--- src/rtl/stopwake_pkg.sv ---
package stopwake_pkg;

    typedef enum logic [1:0] {
        ST_RUN,
        ST_STOP,
        ST_RECOVER
    } swk_state_e;

    // Field order matches the software-visible bit positions (7 down to 0).
    typedef struct packed {
        logic       flag;
        logic       level;
        logic       short_dly;
        logic [2:0] src;
        logic       fast;
        logic       slow16;
    } swk_ctl_t;

    localparam logic [2:0] SRC_NONE    = 3'd0;
    localparam logic [2:0] SRC_PB7     = 3'd5;
    localparam logic [2:0] SRC_NOR_LO  = 3'd6;
    localparam logic [2:0] SRC_NOR_ALL = 3'd7;

endpackage

--- src/rtl/swk_reg.sv ---
module swk_reg
    import stopwake_pkg::*;
#(
    parameter int               ADDR_W   = 8,
    parameter logic [ADDR_W-1:0] REG_ADDR = 8'h0B
) (
    input  logic              clk,
    input  logic              por_n,
    input  logic              ext_rst_n,
    input  logic              wr_en,
    input  logic [ADDR_W-1:0] addr,
    input  logic [7:0]        wdata,
    input  logic              recover,
    output swk_ctl_t          ctl_o
);

    swk_ctl_t ctl_q;
    logic     hit_wr;

    assign hit_wr = wr_en && (addr == REG_ADDR);

    always_ff @(posedge clk or negedge por_n) begin
        if (!por_n) begin
            ctl_q <= '0;
        end else if (!ext_rst_n) begin
            ctl_q.level     <= 1'b0;
            ctl_q.short_dly <= 1'b0;
            ctl_q.src       <= SRC_NONE;
            ctl_q.fast      <= 1'b0;
            ctl_q.slow16    <= 1'b0;
        end else begin
            if (hit_wr) begin
                ctl_q.level     <= wdata[6];
                ctl_q.short_dly <= wdata[5];
                ctl_q.src       <= wdata[4:2];
                ctl_q.fast      <= wdata[1];
                ctl_q.slow16    <= wdata[0];
            end
            if (recover) begin
                ctl_q.slow16 <= 1'b0;
                ctl_q.flag   <= 1'b1;
            end
        end
    end

    assign ctl_o = ctl_q;

endmodule

--- src/rtl/swk_wake.sv ---
module swk_wake
    import stopwake_pkg::*;
#(
    parameter int PA_W        = 4,
    parameter int PB_W        = 8,
    parameter int SYNC_STAGES = 2
) (
    input  logic            clk,
    input  logic            por_n,
    input  logic            ext_rst_n,
    input  logic            stop_in,
    input  logic [2:0]      src,
    input  logic            level,
    input  logic [PA_W-1:0] pa_in,
    input  logic [PB_W-1:0] pb_in,
    output logic            wake_o
);

    localparam int PB_HALF = PB_W / 2;

    swk_state_e             state_q, state_d;
    logic                   raw_sel;
    logic                   active;
    logic [SYNC_STAGES-1:0] sync_q;
    logic                   hit;

    always_comb begin
        case (src)
            3'd1:        raw_sel = pa_in[0];
            3'd2:        raw_sel = pa_in[1];
            3'd3:        raw_sel = pa_in[2];
            3'd4:        raw_sel = pa_in[3];
            SRC_PB7:     raw_sel = pb_in[PB_W-1];
            SRC_NOR_LO:  raw_sel = ~|pb_in[PB_HALF-1:0];
            SRC_NOR_ALL: raw_sel = ~|pb_in;
            default:     raw_sel = 1'b0;
        endcase
    end

    assign active = (raw_sel == level) && (src != SRC_NONE);

    for (genvar i = 0; i < SYNC_STAGES; i++) begin : g_sync
        if (i == 0) begin : g_first
            always_ff @(posedge clk or negedge por_n) begin
                if (!por_n) sync_q[0] <= 1'b0;
                else        sync_q[0] <= active;
            end
        end else begin : g_next
            always_ff @(posedge clk or negedge por_n) begin
                if (!por_n) sync_q[i] <= 1'b0;
                else        sync_q[i] <= sync_q[i-1];
            end
        end
    end

    assign hit = sync_q[SYNC_STAGES-1] && (src != SRC_NONE);

    // State register
    always_ff @(posedge clk or negedge por_n) begin
        if (!por_n)          state_q <= ST_RUN;
        else if (!ext_rst_n) state_q <= ST_RUN;
        else                 state_q <= state_d;
    end

    // Next-state logic
    always_comb begin
        state_d = state_q;
        unique case (state_q)
            ST_RUN:     if (stop_in) state_d = ST_STOP;
            ST_STOP: begin
                if (!stop_in) state_d = ST_RUN;
                else if (hit) state_d = ST_RECOVER;
            end
            ST_RECOVER: if (!stop_in) state_d = ST_RUN;
            default:    state_d = ST_RUN;
        endcase
    end

    // Outputs
    always_comb begin
        wake_o = 1'b0;
        unique case (state_q)
            ST_STOP:    wake_o = stop_in && hit && ext_rst_n;
            ST_RUN,
            ST_RECOVER: wake_o = 1'b0;
            default:    wake_o = 1'b0;
        endcase
    end

endmodule

--- src/rtl/swk_clkdiv.sv ---
module swk_clkdiv #(
    parameter int PRE_W = 4
) (
    input  logic clk,
    input  logic por_n,
    input  logic ext_rst_n,
    input  logic hold,
    input  logic restart,
    input  logic fast,
    input  logic slow16,
    output logic sys_ce_o,
    output logic tmr_ce_o
);

    localparam logic [PRE_W-1:0] PRE_LAST = '1;

    logic             half_q;
    logic [PRE_W-1:0] pre_q;
    logic             base_en;
    logic             slow_en;
    logic             ce;

    assign base_en = fast ? 1'b1 : half_q;
    assign slow_en = base_en && (pre_q == PRE_LAST);
    assign ce      = !hold && (slow16 ? slow_en : base_en);

    always_ff @(posedge clk or negedge por_n) begin
        if (!por_n) begin
            half_q <= 1'b0;
            pre_q  <= '0;
        end else if (!ext_rst_n || hold || restart) begin
            half_q <= 1'b0;
            pre_q  <= '0;
        end else begin
            half_q <= ~half_q;
            if (base_en) pre_q <= pre_q + 1'b1;
        end
    end

    assign sys_ce_o = ce;
    assign tmr_ce_o = ce;

endmodule

--- src/rtl/stopwake_ctrl.sv ---
module stopwake_ctrl
    import stopwake_pkg::*;
#(
    parameter int                ADDR_W      = 8,
    parameter logic [ADDR_W-1:0] REG_ADDR    = 8'h0B,
    parameter int                SYNC_STAGES = 2,
    parameter int                PRE_W       = 4
) (
    input  logic              clk,
    input  logic              por_n,
    input  logic              ext_rst_n,
    input  logic              reg_wr,
    input  logic [ADDR_W-1:0] reg_addr,
    input  logic [7:0]        reg_wdata,
    output logic [7:0]        reg_rdata,
    input  logic              stop_in,
    input  logic [3:0]        wk_pa_in,
    input  logic [7:0]        wk_pb_in,
    output logic              wake_o,
    output logic              dly_sel_o,
    output logic              sys_ce_o,
    output logic              tmr_ce_o
);

    swk_ctl_t ctl_q;
    logic     wake;

    swk_reg #(.ADDR_W(ADDR_W), .REG_ADDR(REG_ADDR)) u_reg (
        .clk       (clk),
        .por_n     (por_n),
        .ext_rst_n (ext_rst_n),
        .wr_en     (reg_wr),
        .addr      (reg_addr),
        .wdata     (reg_wdata),
        .recover   (wake),
        .ctl_o     (ctl_q)
    );

    swk_wake #(.PA_W(4), .PB_W(8), .SYNC_STAGES(SYNC_STAGES)) u_wake (
        .clk       (clk),
        .por_n     (por_n),
        .ext_rst_n (ext_rst_n),
        .stop_in   (stop_in),
        .src       (ctl_q.src),
        .level     (ctl_q.level),
        .pa_in     (wk_pa_in),
        .pb_in     (wk_pb_in),
        .wake_o    (wake)
    );

    swk_clkdiv #(.PRE_W(PRE_W)) u_div (
        .clk       (clk),
        .por_n     (por_n),
        .ext_rst_n (ext_rst_n),
        .hold      (stop_in),
        .restart   (wake),
        .fast      (ctl_q.fast),
        .slow16    (ctl_q.slow16),
        .sys_ce_o  (sys_ce_o),
        .tmr_ce_o  (tmr_ce_o)
    );

    assign reg_rdata = (reg_addr == REG_ADDR) ? {ctl_q.flag, 7'b0} : 8'h00;
    assign wake_o    = wake;
    assign dly_sel_o = ctl_q.short_dly;

endmodule

--- config.mk ---
export PLATFORM = sky130hd
export DESIGN_NAME = stopwake_ctrl
export DESIGN_NICKNAME = d
export VERILOG_FILES = /design/src/rtl/stopwake_pkg.sv /design/src/rtl/swk_reg.sv /design/src/rtl/swk_wake.sv /design/src/rtl/swk_clkdiv.sv /design/src/rtl/stopwake_ctrl.sv
export SDC_FILE = /design/constraint.sdc
export NUM_CORES = 1
export LEC_CHECK = 0
export ABC_AREA = 1
export CAP_MARGIN = 20
export CORE_MARGIN = 2
export CORE_UTILIZATION = 35
export CTS_CLUSTER_DIAMETER = 80
export CTS_CLUSTER_SIZE = 30
export DETAILED_ROUTE_END_ITERATION = 7
export PLACE_DENSITY = 0.75
export REMOVE_ABC_BUFFERS = 1
export SLEW_MARGIN = 15
export SYNTH_ARGS = -nofsm -noshare
export SYNTH_HDL_FRONTEND = slang
export SYNTH_SLANG_ARGS = --single-unit
--- constraint.sdc ---
create_clock -name clk -period 1.27 [get_ports clk]
set_input_delay 0.1905 -clock clk [delete_from_list [all_inputs] [get_ports clk]]
set_output_delay 0.1905 -clock clk [all_outputs]
set_load 0.01 [all_outputs]
==> metrics.md <==
| Metric | Value |
|---|---|
| Status | `finished with violations` |
| Violated checks | `setup timing` |
| Die width | `57.2 um` |
| Endpoints failing setup | `3` |
| Setup TNS | `-0.478 ns` |
| RSZ-0062 raised after global routing | `true` |
| Slowest cell on crit path | `dfrtp_1` |
| DRC violations left | `0` |
| Initial antenna violation count | `0` |
| Die Y | `57.2 um` |
| Largest stage delay, worst path | `0.40 ns` |
| DR iter-0 viols | `23` |
| Hold Fails Final Rpt | `0` |
| Detailed placement HPWL | `1880 um` |
| Post-route cell area | `1600 sq um` |
| # diodes | `0` |
| Commonest non-fill, non-tap cell in the layout | `nand2_1` |
| Crit path cell chain | `ha_4 > nand3_2 > a21oi_2 > nand2_1 > inv_2 > buf_6` |
| Clock transition at path regs | `0.09 ns` |
| Critical Path Source Type | `register` |
| Dpl ws | `-0.482 ns` |
| Root buffer cell | `clkbuf_4` |
| Inst Count DP | `207` |
| Final min period | `1.49 ns` |
| P_leak | `0.826 nW` |
| Drt first pass iters | `4` |
| Min Hold Slack | `0.218 ns` |
| Buf+Inv Stages, Crit Path | `2` |
| Worst skew pair latency | `0.28 ns` |
| Min-delay worst type | `in -> async` |
| Final WL | `2340 um` |
| Layout Cells excl Fill | `215` |
| Peak supply drop | `0.810 mV` |
| CTS buffer count | `3` |
| Via density | `4.71` |
| Placer congestion estimate | `0.857` |
| Seq/Total Area, Yosys | `43.0%` |
| Achievable frequency | `671 MHz` |
| DR WL/cell | `10.9 um` |
| Area delta synth->final | `61.3%` |
| Most frequent cells in the layout | `nand2_1 (28), buf_4 (22), clkdlybuf4s50_1 (21)` |
| Clock sink total | `17` |
| Setup CP Type | `reg -> out` |
| Avg Cell Area, Syn | `7.92 sq um` |
| Layout cells sized above 1 | `27.2%` |
| Post-Synthesis Cell Area | `990 sq um` |
| Maxcap violations | `0` |
| Crit path DAT | `1.30 ns` |
| Total power | `1.10 mW` |
| CTS max path bufs | `2` |
| Final ANT Viol Nets | `0` |
| Initial Util | `36.5%` |
| # IOs | `45` |
| CTS tree | `yes` |
| Critical path endpoint category | `output pin` |
| DR vias | `1013` |
| Critical Path RT | `1.08 ns` |
| Post-synthesis instance total | `125` |
| Final setup margin | `-0.221 ns` |
| Skew final | `0.00246 ns` |
| CP top delay family | `flip-flops` |
| Global-route wire length before repair | `3920 um` |
| Full die area | `3270 sq um` |
| Reg-to-reg setup timing slack | `0.10 ns` |
| Pwr dens | `689 nW/um^2` |
| Leading post-synthesis cells by cell area | `dfrtp_1 (43%), nand2_1 (11%), nand3_1 (6.6%), buf_4 (6.1%), nor2_1 (5.7%)` |
| Crit share post-route | `117%` |
| GRT overflow | `0` |
| Yosys warns | `0` |
| Post-DP Area | `1480 sq um` |
| Worst-path fanout max | `2` |
| Largest net degree at the start of global routing | `18` |
| Post-synth cell types | `28` |
| Synth top area share | `43.0%` |
| Core footprint | `2710 sq um` |
| Leading area contributor after synthesis | `dfrtp_1` |
| Flops & latches, synth | `17` |
| Row count | `19` |
| # port buffers | `36` |
| Final Util | `58.9%` |
| Final max-slew violation count | `0` |
| Vias in the first global route | `986` |
| H-tree depth | `1` |
| Fin nets | `219` |
| GR Util All Layers | `15.1%` |
| Hold buffer count at cts | `0` |
## flip-flops by register name, summed over array words and instances, names as in the netlist
name	count
u_wake.sync_q	2
u_div.pre_q	4
u_wake.state_q	2
u_div.half_q	1
u_reg.ctl_o	8
## power by group
part           internal (mW)  total [mW]  switching, mW  leakage (nW)
sequential             0.558       0.575         0.0162         0.229
clock                  0.122       0.279          0.157        0.0150
combinational          0.145       0.247          0.102         0.581
total                  0.825        1.10          0.275         0.826
## layout make-up
class,instances,area (sq um)
Clock buffer,4,26.3
Fill cell,250,1110
Timing Repair Buffer,59,544
Sequential cell,17,425
Inverter,11,46.3
Tap cell,31,38.8
Multi-Input combinational cell,93,515
## worst register-to-register path: cells and delay by family, from the launching register on
kind,cells,cell delay (ns)
buffers and inverters,2,0.24
and+or+nand+nor,7,0.44
DFF,1,0.40
## repair_timing
item | in CTS | in global routing
endpoints found under the setup margin | 5 | 12
resized for setup | 28 | 17
pin swaps | 8 | 11
setup buffers | 2 | 2
## logic make-up after synthesis
logic type               Yosys count  synth area share, %
AO/OA/AOI/OAI                     11                 6.57
XOR/XNOR                           1                0.885
adder cells (fa/ha/maj)            1                 1.26
buffers and inverters             21                 12.4
flip-flops                        17                 43.0
other                              1                0.379
AND/OR/NAND/NOR                   73                 35.5
## synthesized netlist by cell type
cell and count:
nand2_1 29, dfrtp_1 17, nor2_1 15, nand3_1 13, inv_1 9, buf_4 8
nand4_1 5, o21ai_0 4, a21oi_1 3, nand2_2 2, nor2_2 2, nor2_4 2
a21oi_2 1, a311oi_1 1, buf_2 1, buf_6 1, clkinv_4 1, conb_1 1
ha_1 1, inv_2 1, nand2_4 1, nand3b_1 1, nand4_2 1, nor3_1 1
o21ai_1 1, o31ai_1 1, or2_1 1, xor2_1 1
## final timing paths
check                                       from                end  cells after the start
worst max register to register    u_reg.ctl_o[3]   u_wake.sync_q[0]                      9
worst min register to register  u_wake.sync_q[0]   u_wake.sync_q[1]                      0
max in group asynchronous                  por_n     u_reg.ctl_o[6]                      2
worst max-delay path              u_div.pre_q[0]           sys_ce_o                      6
min in group clk                       ext_rst_n  u_wake.state_q[0]                      3
worst min-delay path                       por_n     u_reg.ctl_o[7]                      2
## metal layers
layer	global-route usage [%]	routed length, um	vias up
li1	-	-	512
met1	17.3	956	461
met2	27.6	1210	36
met3	4.31	141	4
met4	3.99	29	0
met5	0	0	-
(Power assumes the default switching activity.)
